===== src/rtl/bt_regs_pkg.sv =====
package bt_regs_pkg;
  localparam logic [1:0] OFS_CTRL = 2'd0;
  localparam logic [1:0] OFS_DATA = 2'd1;
  localparam logic [1:0] OFS_MASK = 2'd2;

  localparam int CB_CLR_IN    = 0;
  localparam int CB_CLR_OUT   = 1;
  localparam int CB_HOST_ATN  = 2;
  localparam int CB_RESP_ATN  = 3;
  localparam int CB_SVC_ATN   = 4;
  localparam int CB_HOST_BUSY = 6;
  localparam int CB_ENG_BUSY  = 7;

  localparam logic [7:0] EMPTY_BYTE = 8'hFF;

  typedef struct packed {
    logic eng_busy;
    logic host_busy;
    logic svc_atn;
    logic resp_atn;
  } ctrl_flags_t;
endpackage


===== src/rtl/bt_ctrl_flags.sv =====
module bt_ctrl_flags
  import bt_regs_pkg::*;
(
  input  logic       clk,
  input  logic       rst,
  input  logic       ctrl_wr,
  input  logic [7:0] wdata,
  input  logic       resp_done,
  input  logic       sms_req,
  output logic [7:0] ctrl_byte,
  output logic       req_pulse
);
  ctrl_flags_t flags_q;
  ctrl_flags_t flags_d;

  always_comb begin
    flags_d = flags_q;
    if (ctrl_wr) begin
      if (wdata[CB_RESP_ATN])  flags_d.resp_atn  = 1'b0;
      if (wdata[CB_SVC_ATN])   flags_d.svc_atn   = 1'b0;
      if (wdata[CB_HOST_BUSY]) flags_d.host_busy = ~flags_q.host_busy;
      if (wdata[CB_HOST_ATN])  flags_d.eng_busy  = 1'b1;
    end
    // engine events land after the host write in the same cycle
    if (resp_done) begin
      flags_d.resp_atn = 1'b1;
      flags_d.eng_busy = 1'b0;
    end
    if (sms_req) flags_d.svc_atn = 1'b1;
  end

  always_ff @(posedge clk) begin
    if (rst) begin
      flags_q   <= '0;
      req_pulse <= 1'b0;
    end else begin
      flags_q   <= flags_d;
      req_pulse <= ctrl_wr && wdata[CB_HOST_ATN];
    end
  end

  always_comb begin
    ctrl_byte               = 8'h00;
    ctrl_byte[CB_RESP_ATN]  = flags_q.resp_atn;
    ctrl_byte[CB_SVC_ATN]   = flags_q.svc_atn;
    ctrl_byte[CB_HOST_BUSY] = flags_q.host_busy;
    ctrl_byte[CB_ENG_BUSY]  = flags_q.eng_busy;
  end
endmodule


===== src/rtl/bt_inbound_buf.sv =====
module bt_inbound_buf #(
  parameter int DEPTH = 64,
  parameter int IDX_W = 6,
  parameter int CNT_W = 8
) (
  input  logic             clk,
  input  logic             rst,
  input  logic             push,
  input  logic [7:0]       push_data,
  input  logic             clr,
  input  logic [IDX_W-1:0] rd_addr,
  output logic [7:0]       rd_data,
  output logic [CNT_W-1:0] count
);
  localparam logic [CNT_W-1:0] CNT_MAX = '1;
  localparam logic [CNT_W-1:0] CAP     = CNT_W'(DEPTH);

  logic [7:0] mem [DEPTH];
  logic       store;

  assign store = push && (count < CAP);

  always_ff @(posedge clk) begin
    if (rst) begin
      count <= '0;
    end else if (clr) begin
      count <= '0;
    end else if (push && count != CNT_MAX) begin
      count <= count + 1'b1;
    end
  end

  always_ff @(posedge clk) begin
    if (store) mem[count[IDX_W-1:0]] <= push_data;
    rd_data <= mem[rd_addr];
  end
endmodule


===== src/rtl/bt_outbound_buf.sv =====
module bt_outbound_buf #(
  parameter int DEPTH = 64,
  parameter int IDX_W = 6,
  parameter int CNT_W = 8
) (
  input  logic             clk,
  input  logic             rst,
  input  logic             wr_en,
  input  logic [IDX_W-1:0] wr_addr,
  input  logic [7:0]       wr_data,
  input  logic             len_we,
  input  logic [CNT_W-1:0] len_in,
  input  logic             clr_idx,
  input  logic             pop,
  output logic [7:0]       byte_q,
  output logic             hit_q
);
  localparam logic [CNT_W-1:0] CAP = CNT_W'(DEPTH);

  logic [7:0]       mem [DEPTH];
  logic [CNT_W-1:0] idx_q;
  logic [CNT_W-1:0] len_q;
  logic [CNT_W-1:0] len_clamped;
  logic             hit;
  logic             last;

  assign len_clamped = (len_in > CAP) ? CAP : len_in;
  assign hit  = idx_q < len_q;
  assign last = (idx_q + 1'b1) == len_q;

  always_ff @(posedge clk) begin
    if (rst) begin
      idx_q <= '0;
      len_q <= '0;
      hit_q <= 1'b0;
    end else begin
      if (pop) hit_q <= hit;
      if (clr_idx) begin
        idx_q <= '0;
      end else if (pop && hit) begin
        idx_q <= last ? '0 : idx_q + 1'b1;
      end
      if (len_we) begin
        len_q <= len_clamped;
      end else if (pop && hit && last) begin
        len_q <= '0;
      end
    end
  end

  always_ff @(posedge clk) begin
    if (wr_en) mem[wr_addr] <= wr_data;
    if (pop && hit) byte_q <= mem[idx_q[IDX_W-1:0]];
  end
endmodule


===== src/rtl/bt_host_regs.sv =====
module bt_host_regs
  import bt_regs_pkg::*;
#(
  parameter int DEPTH     = 64,
  parameter int MASK_BITS = 2,
  parameter int IDX_W     = $clog2(DEPTH),
  parameter int CNT_W     = $clog2(DEPTH) + 2
) (
  input  logic             clk,
  input  logic             rst,
  input  logic [1:0]       host_addr,
  input  logic             host_wr,
  input  logic             host_rd,
  input  logic [7:0]       host_wdata,
  output logic [7:0]       host_rdata,
  output logic             req_ready,
  output logic [CNT_W-1:0] in_count,
  input  logic [IDX_W-1:0] eng_in_addr,
  output logic [7:0]       eng_in_data,
  input  logic             eng_out_we,
  input  logic [IDX_W-1:0] eng_out_addr,
  input  logic [7:0]       eng_out_data,
  input  logic             eng_out_len_we,
  input  logic [CNT_W-1:0] eng_out_len,
  input  logic             eng_resp_done,
  input  logic             eng_sms_req
);
  logic                 wr_ctrl, wr_data, wr_mask, rd_data;
  logic [7:0]           ctrl_byte;
  logic [MASK_BITS-1:0] mask_q;
  logic [7:0]           mask_byte;
  logic [7:0]           reg_q;
  logic                 buf_sel_q;
  logic [7:0]           out_byte;
  logic                 out_hit;

  assign wr_ctrl = host_wr && (host_addr == OFS_CTRL);
  assign wr_data = host_wr && (host_addr == OFS_DATA);
  assign wr_mask = host_wr && (host_addr == OFS_MASK);
  assign rd_data = host_rd && (host_addr == OFS_DATA);

  bt_ctrl_flags u_flags (
    .clk       (clk),
    .rst       (rst),
    .ctrl_wr   (wr_ctrl),
    .wdata     (host_wdata),
    .resp_done (eng_resp_done),
    .sms_req   (eng_sms_req),
    .ctrl_byte (ctrl_byte),
    .req_pulse (req_ready)
  );

  bt_inbound_buf #(.DEPTH(DEPTH), .IDX_W(IDX_W), .CNT_W(CNT_W)) u_inbuf (
    .clk       (clk),
    .rst       (rst),
    .push      (wr_data),
    .push_data (host_wdata),
    .clr       (wr_ctrl && host_wdata[CB_CLR_IN]),
    .rd_addr   (eng_in_addr),
    .rd_data   (eng_in_data),
    .count     (in_count)
  );

  bt_outbound_buf #(.DEPTH(DEPTH), .IDX_W(IDX_W), .CNT_W(CNT_W)) u_outbuf (
    .clk     (clk),
    .rst     (rst),
    .wr_en   (eng_out_we),
    .wr_addr (eng_out_addr),
    .wr_data (eng_out_data),
    .len_we  (eng_out_len_we),
    .len_in  (eng_out_len),
    .clr_idx (wr_ctrl && host_wdata[CB_CLR_OUT]),
    .pop     (rd_data),
    .byte_q  (out_byte),
    .hit_q   (out_hit)
  );

  always_ff @(posedge clk) begin
    if (rst) mask_q <= '0;
    else if (wr_mask) mask_q <= host_wdata[MASK_BITS-1:0];
  end

  assign mask_byte = 8'(mask_q);

  always_ff @(posedge clk) begin
    if (rst) begin
      reg_q     <= 8'h00;
      buf_sel_q <= 1'b0;
    end else if (host_rd) begin
      buf_sel_q <= (host_addr == OFS_DATA);
      case (host_addr)
        OFS_CTRL: reg_q <= ctrl_byte;
        OFS_MASK: reg_q <= mask_byte;
        default:  reg_q <= EMPTY_BYTE;
      endcase
    end
  end

  assign host_rdata = buf_sel_q ? (out_hit ? out_byte : EMPTY_BYTE) : reg_q;
endmodule


===== config.mk =====
export PLATFORM = sky130hd
export DESIGN_NAME = bt_host_regs
export DESIGN_NICKNAME = d
export VERILOG_FILES = /design/src/rtl/bt_regs_pkg.sv /design/src/rtl/bt_ctrl_flags.sv /design/src/rtl/bt_inbound_buf.sv /design/src/rtl/bt_outbound_buf.sv /design/src/rtl/bt_host_regs.sv
export SDC_FILE = /design/constraint.sdc
export NUM_CORES = 1
export LEC_CHECK = 0
export ABC_AREA = 1
export BUFFER_PORTS_ARGS = -buffer_cell sky130_fd_sc_hd__clkbuf_2
export CAP_MARGIN = 20
export CORE_MARGIN = 3
export CORE_UTILIZATION = 30
export DETAILED_ROUTE_END_ITERATION = 10
export PLACE_DENSITY_LB_ADDON = 0.2
export SETUP_SLACK_MARGIN = 0.15
export SYNTH_ARGS = -nofsm -noshare
export SYNTH_HDL_FRONTEND = slang
export SYNTH_SLANG_ARGS = --single-unit

===== constraint.sdc =====
create_clock -name clk -period 2.7 [get_ports clk]
set_input_delay 0.135 -clock clk [delete_from_list [all_inputs] [get_ports clk]]
set_output_delay 0.135 -clock clk [all_outputs]
set_load 0.03 [all_outputs]

==> results.md, run 1 <==
* Status: finished clean
* Fin crit period at 2.32 ns
* Wire per inst at roughly 22 um
* Syn Area/Cell at approximately 13 um2
* DR top layer: met4
* Final setup vio count at 0
* DR DRC count at 0
* Post-synthesis sequential area ratio at 73.3%
* Crit path DAT at around 2.9 ns
* Endpoints failing hold at 0
* Vias at ~28000
* FFs w/ async S/R, synth at 0%
* WL met1 at a little under 60 mm
* Post-synth EDFFs at slightly above 1000
* Tcrit/Tclk final at 86.0%
* Initial core utilization at between 30% and 40%
* Number of CTS-inserted buffers at 116
* Vias per cell at 4.98
* Number of global-route vias before repair at about 27000
* Layout overhead on the synthesized area at 18.0%
* Post-DP HPWL at between 70 and 80 mm
* Most frequent cells in the layout: 1032 x edfxtp_1, 691 x nor2_1, 444 x o21ai_0, 203 x buf_4, 188 x nand2_1
* Post-Syn Nets at around 3500
* Main flop type after synthesis: edfxtp_1
* Worst R2R End: u_outbuf.byte_q[2]
* Hold Path Class: in -> reg
* Setup crit end: u_outbuf.byte_q[2]
* Worst vdd ir at between 0.6 and 0.7 mV
* Ys Warns at 0
* H-Tree Level Count at 3
* Skew-Pair Late Insertion Delay at between 0.7 and 0.8 ns
* R2r worst-path depth at 10
* Mapped cell area at 43600 um2
* Setup TNS at 0 ns
* Pwr Density at just over 700 nW/um2
* DRT iter0 DRCs at between 2000 and 2500
* Total track usage at 16.5%
* Die Width at 387 um
* # port buffers at 70
* Final nets at roughly 3700
* Die Span Y at approximately 390 um
* Max-cap violation count at 0
* First-pass GRT wire length at between 150 and 200 mm
* CP Capture Type: register
* Die area at 150000 um2
* ANT cells at 0
* Rows at 139
* CTS tree: yes
* Power Total at 36500 uW
* Largest net degree at the start of global routing at between 80 and 90
* P_leak at 0.0169 uW
* Final WL at roughly 130 mm
* # IOs at a little over 70
* Cells after Synth at between 3000 and 4000
* Drt first pass iters at 7
* Grt total ovfl at 0
* Unique masters post-synth at 44
* Met3 WL at 5.22 mm
* Worst-Margin Slew at roughly 0.86 ns
* Fin util at 35.7%
* Most common cell after layout, fill and taps aside: edfxtp_1
* Slew HR at about 43%
* Root Driver: clkbuf_16
* Crit path kind: reg -> reg
* Core area at about 140000 um2
* Crit path required time at roughly 3.3 ns
* FMAX at 0.431 GHz
* Reg2reg setup slack at 0.38 ns
* RD Place Congestion at just over 0.8
* Worst setup path startpoint: u_outbuf.idx_q[0]
* CTS clock-pin slew for the worst setup and hold paths at around 0.060 ns
* Setup Skew at 0.0938 ns
* Max clock buf depth at 3
* Fraction of layout cells with a size suffix above 1 at 13.1%
* Clock sinks at between 1000 and 1500
* Crit path max fanout at 75
* Detail Route Antenna Nets at 0
* RR Startpoint: u_outbuf.idx_q[0]
* Initial antenna violation count at 0
* Worst Setup Start Kind: register
* WL met2 at between 50 and 60 mm
* Count of state elements after synthesis at 1080
* Final slew viol count at 0
* Unrepaired setup endpoints after global routing: no
==> routing by layer <==
| layer | vias to the layer above | track usage [%] |
|---|---|---|
| met5 | - | 0 |
| met3 | 159 | 2.03 |
| li1 | 13200 | - |
| met1 | 14100 | 23.4 |
| met2 | 629 | 26.5 |
| met4 | 0 | 4.46 |
==> critical path: stages, from the launching register on <==
cell,delay [ns]
dfxtp_4,0.42
buf_12,0.24
buf_12,0.32
o21ai_0,0.16
o22ai_1,0.32
o211ai_1,0.17
nand2_1,0.16
nand2_1,0.07
nand2_1,0.09
inv_1,0.06
nand2_1,0.08
==> cell families after synthesis <==
logic type	Yosys count	share of synthesized area, %
flops	1080	73.3
fa+ha+maj	10	0.287
simple gates	1076	9.96
compound gates	907	12.6
xor+xnor	1	0.0201
buf+inv	332	3.87
==> timing repair <==
action,4_1_cts,5_1_grt
resized for setup,0,0
setup buffers,0,0
hold buffers,38,2
endpoints found under the setup margin,0,0
endpoints found under the hold margin,148,83
==> synth_stat cells, types with 3 or more instances <==
master	instances	area, um2
nand3_1	168	841
nor3_1	11	55.1
buf_2	57	285
o21ai_1	74	370
ha_1	10	125
a21oi_1	34	170
buf_6	36	405
inv_2	4	15.0
a31o_1	8	70.1
o211ai_2	4	50.1
o221ai_1	124	1090
inv_1	101	379
nand4_1	7	43.8
clkbuf_1	105	394
nand2_1	188	706
buf_4	18	135
a211oi_1	9	67.6
dfxtp_1	48	961
a221oi_1	6	52.6
o21ai_0	444	2220
clkinv_1	3	11.3
edfxtp_1	1032	31000
o22ai_1	108	676
nor2_1	691	2590
o211ai_1	88	661
==> cell type report <==
class / instances / area, um2
repair buffers: 348 / 3010
flip-flops and latches: 1080 / 32000
clock inverters: 61 / 601
inverters: 110 / 432
multi-input cells: 1994 / 9970
well taps: 1903 / 2380
clock buffers: 152 / 3080
fillers: 13900 / 92600
==> registers in the layout, indices dropped and copies added (netlist names) <==
signal	cells
u_outbuf.len_q	8
u_flags.req_pulse	1
u_inbuf.count	8
buf_sel_q	1
u_inbuf.mem	512
u_outbuf.mem	512
u_outbuf.byte_q	8
u_flags.ctrl_byte	4
u_outbuf.idx_q	8
u_outbuf.hit_q	1
reg_q	7
mask_q	2
u_inbuf.rd_data	8
==> worst min-delay path by stage <==
stage / cells after the start / from / end
final: 3 / eng_out_we / u_outbuf.mem[58][1]
after global routing: 4 / eng_out_len[7] / u_outbuf.len_q[5]
after CTS: 3 / eng_out_we / u_outbuf.mem[58][1]
after detailed placement: 2 / eng_resp_done / u_flags.ctrl_byte[7]
after global placement: 2 / eng_resp_done / u_flags.ctrl_byte[7]
after floorplan: 1 / eng_resp_done / u_flags.ctrl_byte[7]
==> report_power, final <==
part | internal (uW) | switching [uW]
sequential | 18500 | 54.1
clock | 8730 | 6690
combinational | 732 | 1830
total | 27900 | 8580
==> metrics by stage <==
stage	setup WS (ns)	hold slack (ns)	area [um2]	cells
after CTS	0.372	0.0195	51400	5644
after global routing	0.258	0.0707	51400	5648
final	0.378	0.0859	51400	5648
after detailed placement	0.389	0.363	47300	5393
after global placement	0.409	0.359	47300	5392
after floorplan	0.556	0.213	43600	3406
Power figures use the tool's default switching activity.
==> run 2: changes to the inputs <==
CORE_MARGIN = 2   (was 3)
==> results.md, run 2 (synthesis results as in run 1) <==
* Status: finished clean (unchanged)
* Endpoints failing hold at 0 (unchanged)
* # port buffers at 70 (unchanged)
* Largest net degree at the start of global routing at 131 (was 88)
* Worst path slowest cell: dfxtp_4 (unchanged)
* Worst R2R End: u_outbuf.byte_q[1] (was u_outbuf.byte_q[2])
* FILL cells at 14100 (was 13900)
* Min-delay src: eng_out_data[3] (was eng_out_we)
* Vias per cell at 4.92 (was 4.98)
* Rows at 139 (unchanged)
* Max clock buf depth at 3 (unchanged)
* Initial antenna violation count at 1 (was 0)
* Post-DP HPWL at 74.8 mm (was 77.7 mm)
* Hold slack at 0.0730 ns (was 0.0859 ns)
* Root Driver: clkbuf_16 (unchanged)
* Int Pwr at 28500 uW (was 27900 uW)
* First-pass GRT wire length at 183 mm (was 187 mm)
* Layout overhead on the synthesized area at 17.9% (was 18.0%)
* Total track usage at 16.5% (about the same)
* ANT cells at 0 (unchanged)
* Final WL at 124 mm (was 126 mm)
* FMAX at 0.438 GHz (was 0.431 GHz)
* Net Switching at 8670 uW (was 8580 uW)
* Crit path DAT at 2.78 ns (was 2.94 ns)
* Worst Setup Start Kind: register (unchanged)
* Worst vdd ir at 0.577 mV (was 0.615 mV)
* Initial core utilization at 30.3% (unchanged)
* H-Tree Level Count at 3 (unchanged)
* Number of global-route vias before repair at 26900 (was 27300)
* Setup Skew at 0.0712 ns (was 0.0938 ns)
* Crit-path max cell delay at 0.38 ns (was 0.42 ns)
* Core area at 144000 um2 (unchanged)
* CTS clock-pin slew for the worst setup and hold paths at 0.06 ns (about the same)
* Tcrit/Tclk final at 84.6% (was 86.0%)
* Combinational power share at 6.8% (was 7.0%)
* Worst-Margin Slew at 1.02 ns (was 0.857 ns)
* Pwr Density at 722 nW/um2 (was 709 nW/um2)
* Die Width at 385 um (was 387 um)
* Final nets at 3691 (was 3706)
* Fraction of layout cells with a size suffix above 1 at 13.3% (was 13.1%)
* # IOs at 71 (unchanged)
* R2r worst-path depth at 12 (was 10)
* Detail Route Antenna Nets at 0 (unchanged)
* Slew HR at 32.1% (was 42.9%)
* Cell mode on critical path: nand2_1 (unchanged)
* Clk pwr share at 43.4% (was 42.3%)
* Number of CTS-inserted buffers at 117 (was 116)
* Final setup vio count at 0 (unchanged)
* Fin crit period at 2.28 ns (was 2.32 ns)
* Drt first pass iters at 7 (unchanged)
* Seq pwr share at 49.8% (was 50.7%)
* CTS resizes at 0 (unchanged)
* Vias at 27700 (was 28100)
* Wire per inst at 21.9 um (was 22.4 um)
* Buf/Inv on CP at 4 (was 3)
* Sw frac at 23.4% (was 23.5%)
* P_leak at 0.0169 uW (about the same)
* Clock sinks at 1080 (unchanged)
* Die area at 148000 um2 (was 150000 um2)
* Hold depth at 2 (was 3)
* Crit path required time at 3.20 ns (was 3.31 ns)
* DR DRC count at 0 (unchanged)
* Critical-path cell list: inv_4 > buf_12 > buf_4 > nor2_1 > o21ai_0 > o211ai_1 > o211ai_1 > nand2_1 > nand2_1 > nand2_1 > inv_1 > nand2_1 (was buf_12 > buf_12 > o21ai_0 > o22ai_1 > o211ai_1 > nand2_1 > nand2_1 > nand2_1 > inv_1 > nand2_1)
* Final slew viol count at 0 (unchanged)
* Unrepaired setup endpoints after global routing: no (unchanged)
* Die Span Y at 385 um (was 387 um)
* Crit path kind: reg -> reg (unchanged)
* RD Place Congestion at 0.836 (was 0.830)
* DRT iter0 DRCs at 2223 (was 2294)
* Grt total ovfl at 0 (unchanged)
* Crit path max fanout at 39 (was 75)
* Most frequent cells in the layout: 1032 x edfxtp_1, 691 x nor2_1, 444 x o21ai_0, 202 x buf_4, 188 x nand2_1 (was 1032 x edfxtp_1, 691 x nor2_1, 444 x o21ai_0, 203 x buf_4, 188 x nand2_1)
* Most common cell after layout, fill and taps aside: edfxtp_1 (unchanged)
* Regs by FF count: u_inbuf.mem (512), u_outbuf.mem (512) (unchanged)
* Worst Hold End: u_outbuf.mem[49][3] (was u_outbuf.mem[58][1])
* Critical path's top delay family: buffers and inverters (was compound AO/OA/AOI/OAI gates)
* CP Capture Type: register (unchanged)
* CTS tree: yes (unchanged)
* Reg2reg setup slack at 0.42 ns (was 0.38 ns)
* Setup TNS at 0 ns (unchanged)
* Hold Path Class: in -> reg (unchanged)
* Max-cap violation count at 0 (unchanged)
* Skew-Pair Late Insertion Delay at 0.75 ns (about the same)
* Fin util at 35.7% (about the same)
* RR Startpoint: u_outbuf.idx_q[1] (was u_outbuf.idx_q[0])
-- run 2: timing repair --
item / CTS / global route
hold buffers: 32 / 0
hold endpoints to repair: 75 / 0
setup buffers: 0 / 0
-- run 2: worst max-delay path by stage --
stage                       from  cells after the start                  to  slack [ns]
4_1_cts        u_outbuf.idx_q[0]                     11   u_outbuf.idx_q[7]        0.39
2_1_floorplan  u_outbuf.idx_q[0]                     13  u_outbuf.byte_q[0]        0.56
3_5_place_dp   u_outbuf.idx_q[1]                     11  u_outbuf.byte_q[2]        0.41
5_1_grt        u_outbuf.idx_q[0]                     11   u_outbuf.idx_q[4]        0.27
3_3_place_gp   u_outbuf.idx_q[1]                     10  u_outbuf.byte_q[3]        0.41
6_report       u_outbuf.idx_q[1]                     12  u_outbuf.byte_q[1]        0.42
-- run 2: per-stage QoR --
| stage | total power, uW | cells | setup WS [ns] | instance area (um2) |
|---|---|---|---|---|
| 2_1_floorplan | 20200 | 3406 | 0.556 | 43600 |
| 3_3_place_gp | 21400 | 5387 | 0.410 | 47200 |
| 3_5_place_dp | 21400 | 5387 | 0.414 | 47200 |
| 4_1_cts | 37500 | 5641 | 0.386 | 51400 |
| 5_1_grt | 38400 | 5641 | 0.268 | 51400 |
| 6_report | 37100 | 5641 | 0.415 | 51400 |
-- run 2: cell type report --
cell class	count	area, um2	area share (%)
flip-flops and latches	1080	32000	62.2
multi-input cells	1994	9970	19.4
clock buffers	157	3200	6.22
repair buffers	332	2790	5.42
well taps	1903	2380	4.63
clock inverters	65	697	1.36
inverters	110	432	0.839
-- run 2: routing by layer --
metal  track usage [%]  wire (um)  vias up
met5                 0         14        -
met1              22.9      57000    13800
li1                  -          -    13200
met3              2.31       5180      177
met2              26.8      58400      604
met4              4.68       3170        2
-- run 2: worst register-to-register path: stages, from the launching register on --
cell	delay, ns
dfxtp_4	0.38
inv_4	0.33
buf_12	0.27
buf_4	0.21
nor2_1	0.04
o21ai_0	0.07
o211ai_1	0.15
o211ai_1	0.18
nand2_1	0.08
nand2_1	0.06
nand2_1	0.05
inv_1	0.13
nand2_1	0.07
-- run 2: power groups by stage --
| stage | clock network, uW | registers [uW] | logic, uW |
|---|---|---|---|
| 2_1_floorplan | 0 | 18900 | 1350 |
| 3_3_place_gp | 0 | 18900 | 2520 |
| 3_5_place_dp | 0 | 18900 | 2520 |
| 4_1_cts | 16500 | 18500 | 2560 |
| 5_1_grt | 17100 | 18500 | 2760 |
| 6_report | 16100 | 18500 | 2520 |
